## config.mk

```make
export PLATFORM = sky130hd
export DESIGN_NAME = pmu_mode_ctrl
export DESIGN_NICKNAME = d
export VERILOG_FILES = /design/src/rtl/pmu_pkg.sv /design/src/rtl/pmu_wake_or.sv /design/src/rtl/pmu_mode_fsm.sv /design/src/rtl/pmu_osc_gate.sv /design/src/rtl/pmu_mode_ctrl.sv
export SDC_FILE = /design/constraint.sdc
export NUM_CORES = 1
export LEC_CHECK = 0
export BUFFER_PORTS_ARGS = -buffer_cell sky130_fd_sc_hd__clkbuf_2
export CAP_MARGIN = 20
export CORE_MARGIN = 2
export CORE_UTILIZATION = 40
export CTS_CLUSTER_DIAMETER = 50
export CTS_CLUSTER_SIZE = 28
export DETAILED_ROUTE_END_ITERATION = 16
export PLACE_DENSITY = 0.77
export SYNTH_ARGS = -nofsm -noshare
export SYNTH_HDL_FRONTEND = slang
export SYNTH_SLANG_ARGS = --single-unit
export TNS_END_PERCENT = 30
```

## constraint.sdc

```tcl
create_clock -name clk -period 3.05 [get_ports clk]
set_input_delay 0.7625 -clock clk [delete_from_list [all_inputs] [get_ports clk]]
set_output_delay 0.7625 -clock clk [all_outputs]
set_load 0.02 [all_outputs]
```

## src/rtl/pmu_pkg.sv

```systemverilog
package pmu_pkg;
   typedef enum logic [1:0] {
      MODE_RUN   = 2'd0,
      MODE_HALT  = 2'd1,
      MODE_SLEEP = 2'd2
   } pmu_mode_e;
endpackage

```

## src/rtl/pmu_wake_or.sv

```systemverilog
module pmu_wake_or #(
   parameter int NUM_IRQ = 8
) (
   input  logic [NUM_IRQ-1:0] irq_req,
   input  logic               wdt_nmi,
   input  logic               rst_req,
   output logic               wake
);
   if (NUM_IRQ < 1) begin : g_bad_irq
      $error("pmu_wake_or: NUM_IRQ must be at least 1");
   end

   always_comb wake = (|irq_req) | wdt_nmi | rst_req;
endmodule

```

## src/rtl/pmu_mode_fsm.sv

```systemverilog
module pmu_mode_fsm
   import pmu_pkg::*;
#(
   parameter int NUM_SRC   = 4,
   parameter int RESET_SRC = 0,
   localparam int SEL_W    = (NUM_SRC > 1) ? $clog2(NUM_SRC) : 1
) (
   input  logic               clk,
   input  logic               rst_n,
   input  logic               wait_req,
   input  logic               deep_sleep,
   input  logic               wake,
   input  logic               rst_req,
   input  logic [SEL_W-1:0]   clk_sel,
   input  logic [NUM_SRC-1:0] src_en,
   output pmu_mode_e          mode_q,
   output logic [SEL_W-1:0]   sel_q,
   output logic               resume_q,
   output logic [NUM_SRC-1:0] snap_q
);
   localparam logic [SEL_W-1:0]   SEL_RST = SEL_W'(RESET_SRC);
   localparam logic [NUM_SRC-1:0] ONE     = NUM_SRC'(1);

   if (RESET_SRC < 0 || RESET_SRC >= NUM_SRC) begin : g_bad_rst
      $error("pmu_mode_fsm: RESET_SRC out of range");
   end

   logic sel_ok;
   always_comb sel_ok = (int'(clk_sel) < NUM_SRC);

   always_ff @(posedge clk or negedge rst_n) begin
      if (!rst_n) begin
         mode_q   <= MODE_RUN;
         sel_q    <= SEL_RST;
         resume_q <= 1'b0;
         snap_q   <= ONE << SEL_RST;
      end else if (rst_req) begin
         mode_q   <= MODE_RUN;
         sel_q    <= SEL_RST;
         resume_q <= 1'b0;
      end else begin
         unique case (mode_q)
            MODE_RUN: begin
               resume_q <= 1'b0;
               if (wait_req) begin
                  snap_q <= src_en | (ONE << sel_q);
                  mode_q <= deep_sleep ? MODE_SLEEP : MODE_HALT;
               end else if (sel_ok) begin
                  sel_q <= clk_sel;
               end
            end
            MODE_HALT: begin
               if (wake) mode_q <= MODE_RUN;
            end
            MODE_SLEEP: begin
               if (wake) begin
                  mode_q   <= MODE_RUN;
                  resume_q <= 1'b1;
               end
            end
            default: mode_q <= MODE_RUN;
         endcase
      end
   end

   a_r2_halt_entry: assert property (@(posedge clk) disable iff (!rst_n)
      (mode_q == MODE_RUN && wait_req && !deep_sleep && !rst_req) |=> mode_q == MODE_HALT);
   a_r3_sleep_entry: assert property (@(posedge clk) disable iff (!rst_n)
      (mode_q == MODE_RUN && wait_req && deep_sleep && !rst_req) |=> mode_q == MODE_SLEEP);
   a_r5_wake_to_run: assert property (@(posedge clk) disable iff (!rst_n)
      (mode_q != MODE_RUN && wake) |=> mode_q == MODE_RUN);
   a_r8_sel_frozen: assert property (@(posedge clk) disable iff (!rst_n)
      (mode_q != MODE_RUN && !rst_req) |=> $stable(sel_q));
   a_r10_wait_ignored: assert property (@(posedge clk) disable iff (!rst_n)
      (mode_q != MODE_RUN && !wake) |=> $stable(mode_q));
endmodule

```

## src/rtl/pmu_osc_gate.sv

```systemverilog
module pmu_osc_gate
   import pmu_pkg::*;
#(
   parameter int NUM_SRC  = 4,
   localparam int SEL_W   = (NUM_SRC > 1) ? $clog2(NUM_SRC) : 1
) (
   input  pmu_mode_e          mode_q,
   input  logic [SEL_W-1:0]   sel_q,
   input  logic [NUM_SRC-1:0] src_en,
   input  logic [NUM_SRC-1:0] sleep_stop,
   input  logic [NUM_SRC-1:0] snap_q,
   output logic [NUM_SRC-1:0] osc_run
);
   if (NUM_SRC < 2) begin : g_bad_src
      $error("pmu_osc_gate: NUM_SRC must be at least 2");
   end

   logic asleep;
   always_comb asleep = (mode_q == MODE_SLEEP);

   for (genvar i = 0; i < NUM_SRC; i++) begin : g_src
      logic is_sel;
      always_comb is_sel = (int'(sel_q) == i);
      always_comb osc_run[i] = asleep ? (snap_q[i] & ~sleep_stop[i])
                                      : (src_en[i] | is_sel);
   end

   always_comb begin
      if (asleep) a_r4_sleep_stops: assert ((osc_run & sleep_stop) == '0);
   end
endmodule

```

## src/rtl/pmu_mode_ctrl.sv

```systemverilog
module pmu_mode_ctrl
   import pmu_pkg::*;
#(
   parameter int NUM_SRC   = 4,
   parameter int NUM_IRQ   = 8,
   parameter int RESET_SRC = 0,
   localparam int SEL_W    = (NUM_SRC > 1) ? $clog2(NUM_SRC) : 1
) (
   input  logic               clk,
   input  logic               rst_n,
   input  logic               wait_req,
   input  logic               deep_sleep,
   input  logic [NUM_SRC-1:0] sleep_stop,
   input  logic [NUM_SRC-1:0] src_en,
   input  logic [SEL_W-1:0]   clk_sel,
   input  logic [NUM_IRQ-1:0] irq_req,
   input  logic               wdt_nmi,
   input  logic               rst_req,
   output logic               cpu_clk_en,
   output logic [NUM_SRC-1:0] osc_run,
   output logic [1:0]         mode
);
   logic               wake;
   pmu_mode_e          mode_q;
   logic [SEL_W-1:0]   sel_q;
   logic               resume_q;
   logic [NUM_SRC-1:0] snap_q;

   pmu_wake_or #(.NUM_IRQ(NUM_IRQ)) u_wake (
      .irq_req(irq_req), .wdt_nmi(wdt_nmi), .rst_req(rst_req), .wake(wake)
   );

   pmu_mode_fsm #(.NUM_SRC(NUM_SRC), .RESET_SRC(RESET_SRC)) u_fsm (
      .clk(clk), .rst_n(rst_n), .wait_req(wait_req), .deep_sleep(deep_sleep),
      .wake(wake), .rst_req(rst_req), .clk_sel(clk_sel), .src_en(src_en),
      .mode_q(mode_q), .sel_q(sel_q), .resume_q(resume_q), .snap_q(snap_q)
   );

   pmu_osc_gate #(.NUM_SRC(NUM_SRC)) u_gate (
      .mode_q(mode_q), .sel_q(sel_q), .src_en(src_en),
      .sleep_stop(sleep_stop), .snap_q(snap_q), .osc_run(osc_run)
   );

   always_comb cpu_clk_en = (mode_q == MODE_RUN) && !resume_q;
   always_comb mode       = mode_q;

   a_r6_halt_resume: assert property (@(posedge clk) disable iff (!rst_n)
      (mode_q == MODE_HALT && wake) |=> cpu_clk_en);
   a_r6_sleep_resume: assert property (@(posedge clk) disable iff (!rst_n)
      (mode_q == MODE_SLEEP && wake && !rst_req) |=> (!cpu_clk_en && mode_q == MODE_RUN));
   a_r9_reset_req: assert property (@(posedge clk) disable iff (!rst_n)
      rst_req |=> (cpu_clk_en && osc_run[RESET_SRC] && int'(sel_q) == RESET_SRC));
   a_r7_sel_alive: assert property (@(posedge clk) disable iff (!rst_n)
      (mode_q != MODE_SLEEP) |-> osc_run[sel_q]);
endmodule

```

==> impl_results.md, run 1 <==
- Leak: around 0.37 nW
- Top cells by area, synth: dfrtp_1, nor4_4, a21oi_1
- First-pass GRT wire length: approximately 1900 µm
- Ys flop type: dfrtp_1
- Clock-pin transition on the worst setup and hold timing paths: 0.06 ns
- GR Overflow Total: 0
- Layout Cells excl Fill: 110
- Die Footprint: 1660 µm²
- Starting density of the core: 0.421
- Crit-path slowest cell: dfrtp_1
- Ratio of cells with drive above 1 in the final layout: 0.400
- Max clock buf depth: 2
- Sw Ratio: 0.308
- Wire length per cell: between 10 and 15 µm
- # resized after CTS: 0
- Clock Latency Late Sink: ~0.27 ns
- CP startpoint kind: register
- Post-Syn Nets: 88
- Cell count after placement: ~110
- Clk pwr share: 0.289
- CTS tree: done
- Cells on worst reg2reg path: 6
- Via Count: between 500 and 600
- Reg-to-reg startpoint: u_fsm.mode_q[0]
- Die Y-Extent: 40.8 µm
- Area leader, netlist: dfrtp_1
- Die Wd: ~41 µm
- Maximum vdd drop: between 150 and 200 µV
- GR met1 Demand/Resource: 0.191
- Root Buffer: clkbuf_4
- Synth Area per Inst: roughly 8.7 µm²
- Crit path max-delay family: flip-flops
- Initial DRC count: 7
- Hold WC Path Type: input pin to async pin
- Hold_buf cts: 0
- Largest net degree at the start of global routing: 10
- Global routing usage on met2: 0.302
- Initial antenna violation count: 0
- Synthesized area: approximately 540 µm²
- R2R Path End: u_fsm.snap_q[2]
- Logic pwr share: 0.263
- Crit path buf inv count: 2
- Gr usage total: 0.186
- Max-cap viol count: 0
- RSZ-0062 raised after global routing: no
- Async S/R FF share, synth: 1.00
- P_int: ~0.00022 W
- DR pass1 iterations: 4
- F_max: ~0.44 GHz
- Slew HR: 0.794
- Distinct cells, synth: 19
- Port bufs: 30
- Worst slew pin tran: between 0.3 and 0.4 ns
- Setup Fix Bufs, Post-CTS: 0
- Worst clock skew: 0.00497 ns
- Max Slew Vio Count: 0
- Status: completed
- Drt via density: 4.95
- Period minus WS final: about 2.3 ns
- CTS H-Tree Depth: 1
- # clock sinks: 9
- DRC violations left: 0
- Crit path cell chain: inv_1 -> ha_1 -> nand2_1 -> o22ai_1 -> clkbuf_2
- Ports: 31
- Global placer's final weighted congestion: 0.717
- Reg2Reg Setup Slack: around 1.7 ns
- Worst setup EP type: output port
- Flop pwr share: 0.448
- Worst path max stage delay: roughly 0.37 ns
- Kind of critical path: register to output port
- Arr. time, crit path: between 1.5 and 2 ns
- Final period util: 0.753
- Instance count of the mapped netlist: 62
- Vias in the first global route: ~500
- Final Routed Wirelength: approximately 1200 µm
- Number of synthesized register bits: 9
- Number of nets with antenna violations after routing: 0
- CP max FO: 9
- Sequential-to-total area share from yosys stat: 0.419
- Final setup violation count: 0
- Num CTS Buffers: 3
- Final TNS setup: 0 ns
- Rows: 13
- Final net count: about 120
- Syn-to-layout area delta: 35.4%
- Yosys Warn Count: 0
- Number of synthesized flops with an enable pin: 0
- WP data required: between 2 and 2.5 ns
- Most used routing layer: met2
- DP HPWL: between 900 and 1000 µm
- Fin. Hold Viols: 0
- Area share of the largest cell type after synthesis: 0.370
- Core region area: ~1300 µm²
- Sw power: ~0.0001 W
- Antenna cells: 0
- Power density over cell area: 437 nW/µm²
- Grt met3 use: 0.0652
## through the flow
stage | setup WS (ns) | util | cell area, µm² | hold WS [ns] | power, W
floorplan | 0.904 | - | 541 | 0.445 | 0.000193
global placement | 1.01 | 0.549 | 706 | 0.455 | 0.000227
detailed placement | 0.988 | 0.549 | 706 | 0.455 | 0.000230
CTS | 0.712 | 0.570 | 732 | 0.337 | 0.000326
global route | 0.576 | 0.570 | 732 | 0.351 | 0.000341
finish | 0.753 | 0.570 | 732 | 0.341 | 0.000319
## worst max path at each step
stage / to / depth (start not counted) / from / slack (ns)
finish: osc_run[2] / 5 / u_fsm.mode_q[0] / 0.75
global route: osc_run[3] / 5 / u_fsm.mode_q[0] / 0.58
CTS: osc_run[0] / 5 / u_fsm.mode_q[0] / 0.71
detailed placement: osc_run[3] / 4 / src_en[3] / 0.99
global placement: osc_run[1] / 4 / src_en[1] / 1.01
floorplan: osc_run[0] / 5 / u_fsm.mode_q[0] / 0.90
## cell usage after synthesis (all sizes together) (2+ instances only)
master  n
nand4   2
nor4    2
inv     7
ha      2
nor2    7
nand2   9
o22ai   5
dfrtp   8
o21ai   5
a21oi   7
## area by class of cell
| cell class | instances | area (µm²) |
|---|---|---|
| multi-input combinational | 45 | 284 |
| sequential | 9 | 226 |
| fill | 121 | 553 |
| tap | 15 | 18.8 |
| timing repair buffer | 30 | 150 |
| inverter | 7 | 26.3 |
| clock buffer | 4 | 26.3 |
## kinds of logic after synthesis
| kind of cell | share of synthesized area |
|---|---|
| and+or+nand+nor | 0.285 |
| AOI/OAI and AO/OA | 0.194 |
| buffers and inverters | 0.0556 |
| adders and majority gates | 0.0463 |
| DFF | 0.419 |
## layout by cell type (no fill, tap or decap), drive strengths merged
cell type	synthesis	final
a31oi	1	1
inv	7	7
nand4	2	2
nand2	9	9
nor3b	1	1
nor2b	1	1
o21ai	5	5
dfrtp	8	8
nor4	2	2
clkbuf	1	34
ha	2	2
a21oi	7	7
dfstp	1	1
o22ai	5	5
o21a	1	1
and2b	1	1
nand4b	1	1
nor2	7	7
## layer usage
metal	vias to the layer above	part of all wire	routed length (µm)
met4	0	0.032	38
met2	16	0.48	572
li1	287	-	-
met1	237	0.43	513
met3	5	0.051	61
met5	-	0	0
## registers in the layout, indices dropped and copies added, names as in the netlist
| signal | cells |
|---|---|
| u_fsm.snap_q | 4 |
| u_fsm.mode_q | 2 |
| u_fsm.sel_q | 2 |
| u_fsm.resume_q | 1 |
## power groups by stage
stage          combinational, W  clock (W)  sequential (W)
2_1_floorplan         0.0000473          0        0.000145
3_5_place_dp          0.0000850          0        0.000145
6_report              0.0000841  0.0000925        0.000143
4_1_cts               0.0000853  0.0000974        0.000143
5_1_grt               0.0000934   0.000103        0.000144
3_3_place_gp          0.0000826          0        0.000144
No activity file was read; power rests on OpenSTA's default activity.
==> run 2, diff against run 1 <==
- CORE_UTILIZATION: 40 -> 37
- PLACE_DENSITY: 0.77 -> 0.75
- clock period: 3.05 -> 1.9 ns (I/O delays scaled with it)
==> run 2 against run 1 <==
Register-to-register slack got worse by 1.1 ns. Final cell count unchanged. Routed wire length decreased by 5.5%. Sequential power increased by 62%. Global-route usage decreased by 3.9 points. Flip-flop and latch count unchanged. Non-clock buffer count unchanged. Sequential share of layout area decreased by 0.52 points. Clock power increased by 55%. Critical path type unchanged. Largest power group unchanged. Highest routed layer is now met3.
==> impl_results.md, run 2 (synthesis results as in run 1) <==
- Ratio of cells with drive above 1 in the final layout: 0.421
- Hold WC Path Type: input pin to async pin
- Root Buffer: clkbuf_4
- P_int: around 0.00036 W
- F_max: approximately 0.56 GHz
- Fin. Hold Viols: 0
- Die Footprint: between 1500 and 2000 µm²
- Worst clock skew: 0.00476 ns
- Max-cap viol count: 0
- CTS H-Tree Depth: 1
- DP HPWL: a little under 1000 µm
- Post-route setup slack: 0.112 ns
- Initial antenna violation count: 0
- Flop pwr share: 0.453
- Status: completed
- Syn-to-layout area delta: 37.7%
- Max Slew Vio Count: 0
- Final Routed Wirelength: roughly 1100 µm
- WP data required: roughly 1.4 ns
- DR pass1 iterations: 4
- Largest registers: u_fsm.snap_q (4), u_fsm.mode_q (2), u_fsm.sel_q (2)
- Kind of critical path: register to output port
- Final setup violation count: 0
- Starting density of the core: 0.405
- CTS tree: done
- Wire length per cell: just over 10 µm
- Design area: between 700 and 800 µm²
- Power density over cell area: 686 nW/µm²
- Fillers: 129
- Slew HR: 0.829
- GR Overflow Total: 0
- Arr. time, crit path: about 1.3 ns
- Sw Ratio: 0.302
- Num CTS Buffers: 3
- DP Worst Slack: 0.193 ns
- First-pass GRT wire length: 1980 µm
- CP startpoint kind: register
- Final TNS setup: 0 ns
- # clock sinks: 9
- Rows: 13
- Core region area: approximately 1300 µm²
- RSZ-0062 raised after global routing: no
- Critical path origin: u_fsm.mode_q[0]
- Die Wd: 42.2 µm
- Leak: 0.371 nW
- Via Count: 538
- Clock Latency Late Sink: between 0.2 and 0.3 ns
- Fin util: 0.558
- Max reg flops: 4
- Die Y-Extent: between 40 and 50 µm
- Global placer's final weighted congestion: approximately 0.71
- Biggest register: u_fsm.snap_q
- Port bufs: 30
- Vias in the first global route: about 510
- Max clock buf depth: 2
- Clk pwr share: 0.281
- Reg2Reg Setup Slack: roughly 0.58 ns
- Cell count after placement: about 110
- Sw power: between 0.00015 and 0.0002 W
- Final period util: 0.941
- Drt via density: approximately 5
- Worst setup EP type: output port
- Logic pwr share: 0.266
- Final net count: 122
- Antenna cells: 0
- Gr usage total: 0.147
- Largest net degree at the start of global routing: 10
- Worst slew pin tran: about 0.26 ns
- Reg-to-reg startpoint: u_fsm.mode_q[1]
- Most frequent cells in the layout: clkbuf_2, nand2_1, dfrtp_1
- Maximum vdd drop: approximately 410 µV
- Most common cell after layout, fill and taps aside: clkbuf_2
- Number of nets with antenna violations after routing: 0
- Area after DPL: 706 µm²
- Ports: 31
- DRC violations left: 0
- Hold_buf cts: 0
- Clock-pin transition on the worst setup and hold timing paths: about 0.06 ns
- Initial DRC count: 12
- Period minus WS final: between 1.5 and 2 ns
- Layout Cells excl Fill: 110
- CP max FO: 9
## run 2: per-layer routing
layer	wire length, µm	track usage	vias to the layer above
li1	-	-	288
met1	471	0.172	236
met4	0	0.0438	0
met3	91	0.0862	0
met2	558	0.225	14
met5	0	0	-
## run 2: what timing repair did
| item | in CTS | in global routing |
|---|---|---|
| endpoints found under the setup margin | 4 | 5 |
| buffers inserted | 0 | 0 |
| resized for setup | 2 | 2 |
## run 2: final cells by class
cell class,count,area [µm²],area share
clock buffer,4,26.3,0.0353
inverter,7,26.3,0.0353
tap,15,18.8,0.0252
multi-input combinational,45,297,0.398
sequential,9,226,0.304
timing repair buffer,30,150,0.202
## run 2: power by group through the flow
stage	Sequential (W)	Clock (W)	Combinational [W]
after global routing	0.000234	0.000164	0.000152
after global placement	0.000233	0	0.000133
after CTS	0.000231	0.000149	0.000138
final	0.000231	0.000143	0.000136
after detailed placement	0.000234	0	0.000135
after floorplan	0.000233	0	0.0000759
## run 2: path summary, 6_finish.rpt
check / depth (start not counted) / endpoint
min reg2reg: 2 / u_fsm.snap_q[0]
min in group clk: 3 / u_fsm.sel_q[0]
max in group asynchronous: 1 / u_fsm.snap_q[0]
max reg2reg: 6 / u_fsm.snap_q[0]
min: 1 / u_fsm.snap_q[3]
max: 5 / osc_run[1]
## run 2: worst max-delay path: stages, from the launching register on
cell and delay [ns]:
dfrtp_1 0.38, inv_2 0.10, ha_4 0.19, nand2_1 0.06, o22ai_1 0.13, clkbuf_2 0.19
## run 2: metrics by stage
step / power (W) / hold WS (ns)
finish: 0.000511 / 0.0561
CTS: 0.000517 / 0.0603
detailed placement: 0.000368 / 0.341
global route: 0.000549 / 0.0583
floorplan: 0.000309 / 0.179
global placement: 0.000366 / 0.341
==> run 3, diff against run 2 <==
- CORE_UTILIZATION: 37 -> 30
- PLACE_DENSITY: 0.75 -> 0.64
==> run 3 against run 2 <==
Clock-buffer cell count unchanged. Setup slack got worse by 0.040 ns. Sequential share of layout area decreased by 0.50 points. Utilization decreased by 11 points. Fmax decreased by 2.2%. Critical path depth unchanged. Sequential power about the same. Hold slack improved by 0.0052 ns. Clock skew decreased by 0.0020 ns. Clock power increased by 5%. Die area increased by 21%. Largest power group unchanged.
==> impl_results.md, run 3 (synthesis results as in run 1) <==
- Ratio of cells with drive above 1 in the final layout: 0.421
- Core region area: 1710 µm²
- Global placer's final weighted congestion: slightly below 0.7
- Drt via density: around 4.6
- Cells on worst reg2reg path: 6
- Period minus WS final: about 1.8 ns
- Worst clock skew: about 0.0028 ns
- Most common cell after layout, fill and taps aside: clkbuf_2
- Most used routing layer: met2
- Biggest register: u_fsm.snap_q
- CTS tree: done
- Status: completed
- Die Footprint: 2160 µm²
- Final setup violation count: 0
- Hold WC Path Type: input pin to async pin
- Footprint of the multi-input gates: just under 300 µm²
- Most frequent cells in the layout: clkbuf_2, nand2_1, dfrtp_1
- Max-cap viol count: 0
- Leak: 0.371 nW
- Slew HR: 0.827
- Worst setup EP type: output port
- GR Overflow Total: 0
- Global routing usage on met2: 0.206
- Grt met3 use: 0.0784
- Maximum vdd drop: 291 µV
- GR met1 Demand/Resource: 0.152
- Num CTS Buffers: 3
- Die Wd: 46.4 µm
- Final period util: 0.962
- Die Y-Extent: 46.4 µm
- Worst slew pin tran: 0.258 ns
- Initial antenna violation count: 0
- Hold_buf cts: 0
- Worst path max stage delay: 0.39 ns
- Crit-path slowest cell: dfrtp_1
- Power density over cell area: 685 nW/µm²
- DP HPWL: 1080 µm
- Fin. Hold Viols: 0
- Clock Latency Late Sink: about 0.26 ns
- Crit path cell chain: inv_2 -> ha_4 -> nand2_1 -> o22ai_1 -> buf_2
- Final hold slack: approximately 0.061 ns
- Port bufs: 30
- First-pass GRT wire length: around 2000 µm
- Largest registers: u_fsm.snap_q (4), u_fsm.mode_q (2), u_fsm.sel_q (2)
- Starting density of the core: 0.316
- Final Routed Wirelength: 1290 µm
- Ports: 31
- Max clock buf depth: 2
- CTS H-Tree Depth: 1
- Reg area: approximately 230 µm²
- Antenna cells: 0
- Clock-pin transition on the worst setup and hold timing paths: 0.06 ns
- Final TNS setup: 0 ns
- Largest net degree at the start of global routing: 10
- CP startpoint kind: register
- Via Count: between 500 and 600
- Initial DRC count: 6
- Vias in the first global route: around 490
- Final net count: about 120
- Number of nets with antenna violations after routing: 0
- Syn-to-layout area delta: 40.0%
- Fillers: about 180
- CP max FO: 9
- # clock sinks: 9
- Gr usage total: 0.134
- WP data required: ~1.4 ns
- Rows: 15
- Max reg flops: 4
- Max Slew Vio Count: 0
- Setup Fix Bufs, Post-CTS: 0
- DRC violations left: 0
- Arr. time, crit path: 1.35 ns
- DR pass1 iterations: 4
- Kind of critical path: register to output port
- Root Buffer: clkbuf_4
- RSZ-0062 raised after global routing: no
- F_max: ~0.55 GHz
- Wire length per cell: roughly 11 µm
[run 3: layout make-up]
class	instances	area share
well taps	25	0.0413
flip-flops and latches	9	0.299
repair buffers	30	0.198
clock buffers	4	0.0347
multi-input cells	45	0.392
inverters	7	0.0347
[run 3: where the power goes]
| part | total, W | internal, W | switching, W | leakage (nW) |
|---|---|---|---|---|
| clock | 0.000150 | 0.0000811 | 0.0000688 | 0.0150 |
| combinational | 0.000137 | 0.0000585 | 0.0000785 | 0.241 |
| sequential | 0.000231 | 0.000217 | 0.0000143 | 0.115 |
[run 3: worst paths after layout]
| check | start | to | slack, ns |
|---|---|---|---|
| max | u_fsm.mode_q[0] | osc_run[2] | 0.07 |
| min | rst_n | u_fsm.snap_q[2] | 0.06 |
| max reg2reg | u_fsm.mode_q[1] | u_fsm.sel_q[1] | 0.59 |
| min reg2reg | u_fsm.snap_q[0] | u_fsm.snap_q[0] | 0.46 |
| max in group asynchronous | rst_n | u_fsm.snap_q[0] | 1.58 |
| min in group clk | clk_sel[0] | u_fsm.sel_q[0] | 0.45 |
[run 3: routing by layer]
layer / routed length [µm] / vias to the layer above
li1: - / 285
met1: 538 / 243
met2: 621 / 23
met3: 111 / 2
met4: 14 / 0
met5: 0 / -
[run 3: repair_timing]
item,4_1_cts,5_1_grt
gates resized for setup,3,1
endpoints found under the setup margin,4,1
endpoints found under the hold margin,0,0
gates cloned,0,0
[run 3: critical path, delay by kind of cell, from the launching register on]
family	cells	cell delay [ns]
flip-flops	1	0.39
buffers and inverters	2	0.30
adder cells (fa/ha/maj)	1	0.20
AO/OA/AOI/OAI	1	0.14
AND/OR/NAND/NOR	1	0.07
[run 3: through the flow]
step / setup slack [ns] / total power, W / cell area (µm²) / instances / util
floorplan: 0.0417 / 0.000309 / 541 / 62 / -
global placement: 0.210 / 0.000368 / 718 / 116 / 0.421
detailed placement: 0.146 / 0.000370 / 718 / 116 / 0.421
CTS: 0.0478 / 0.000529 / 757 / 120 / 0.443
global route: 0.00357 / 0.000553 / 757 / 120 / 0.443
finish: 0.0723 / 0.000518 / 757 / 120 / 0.443
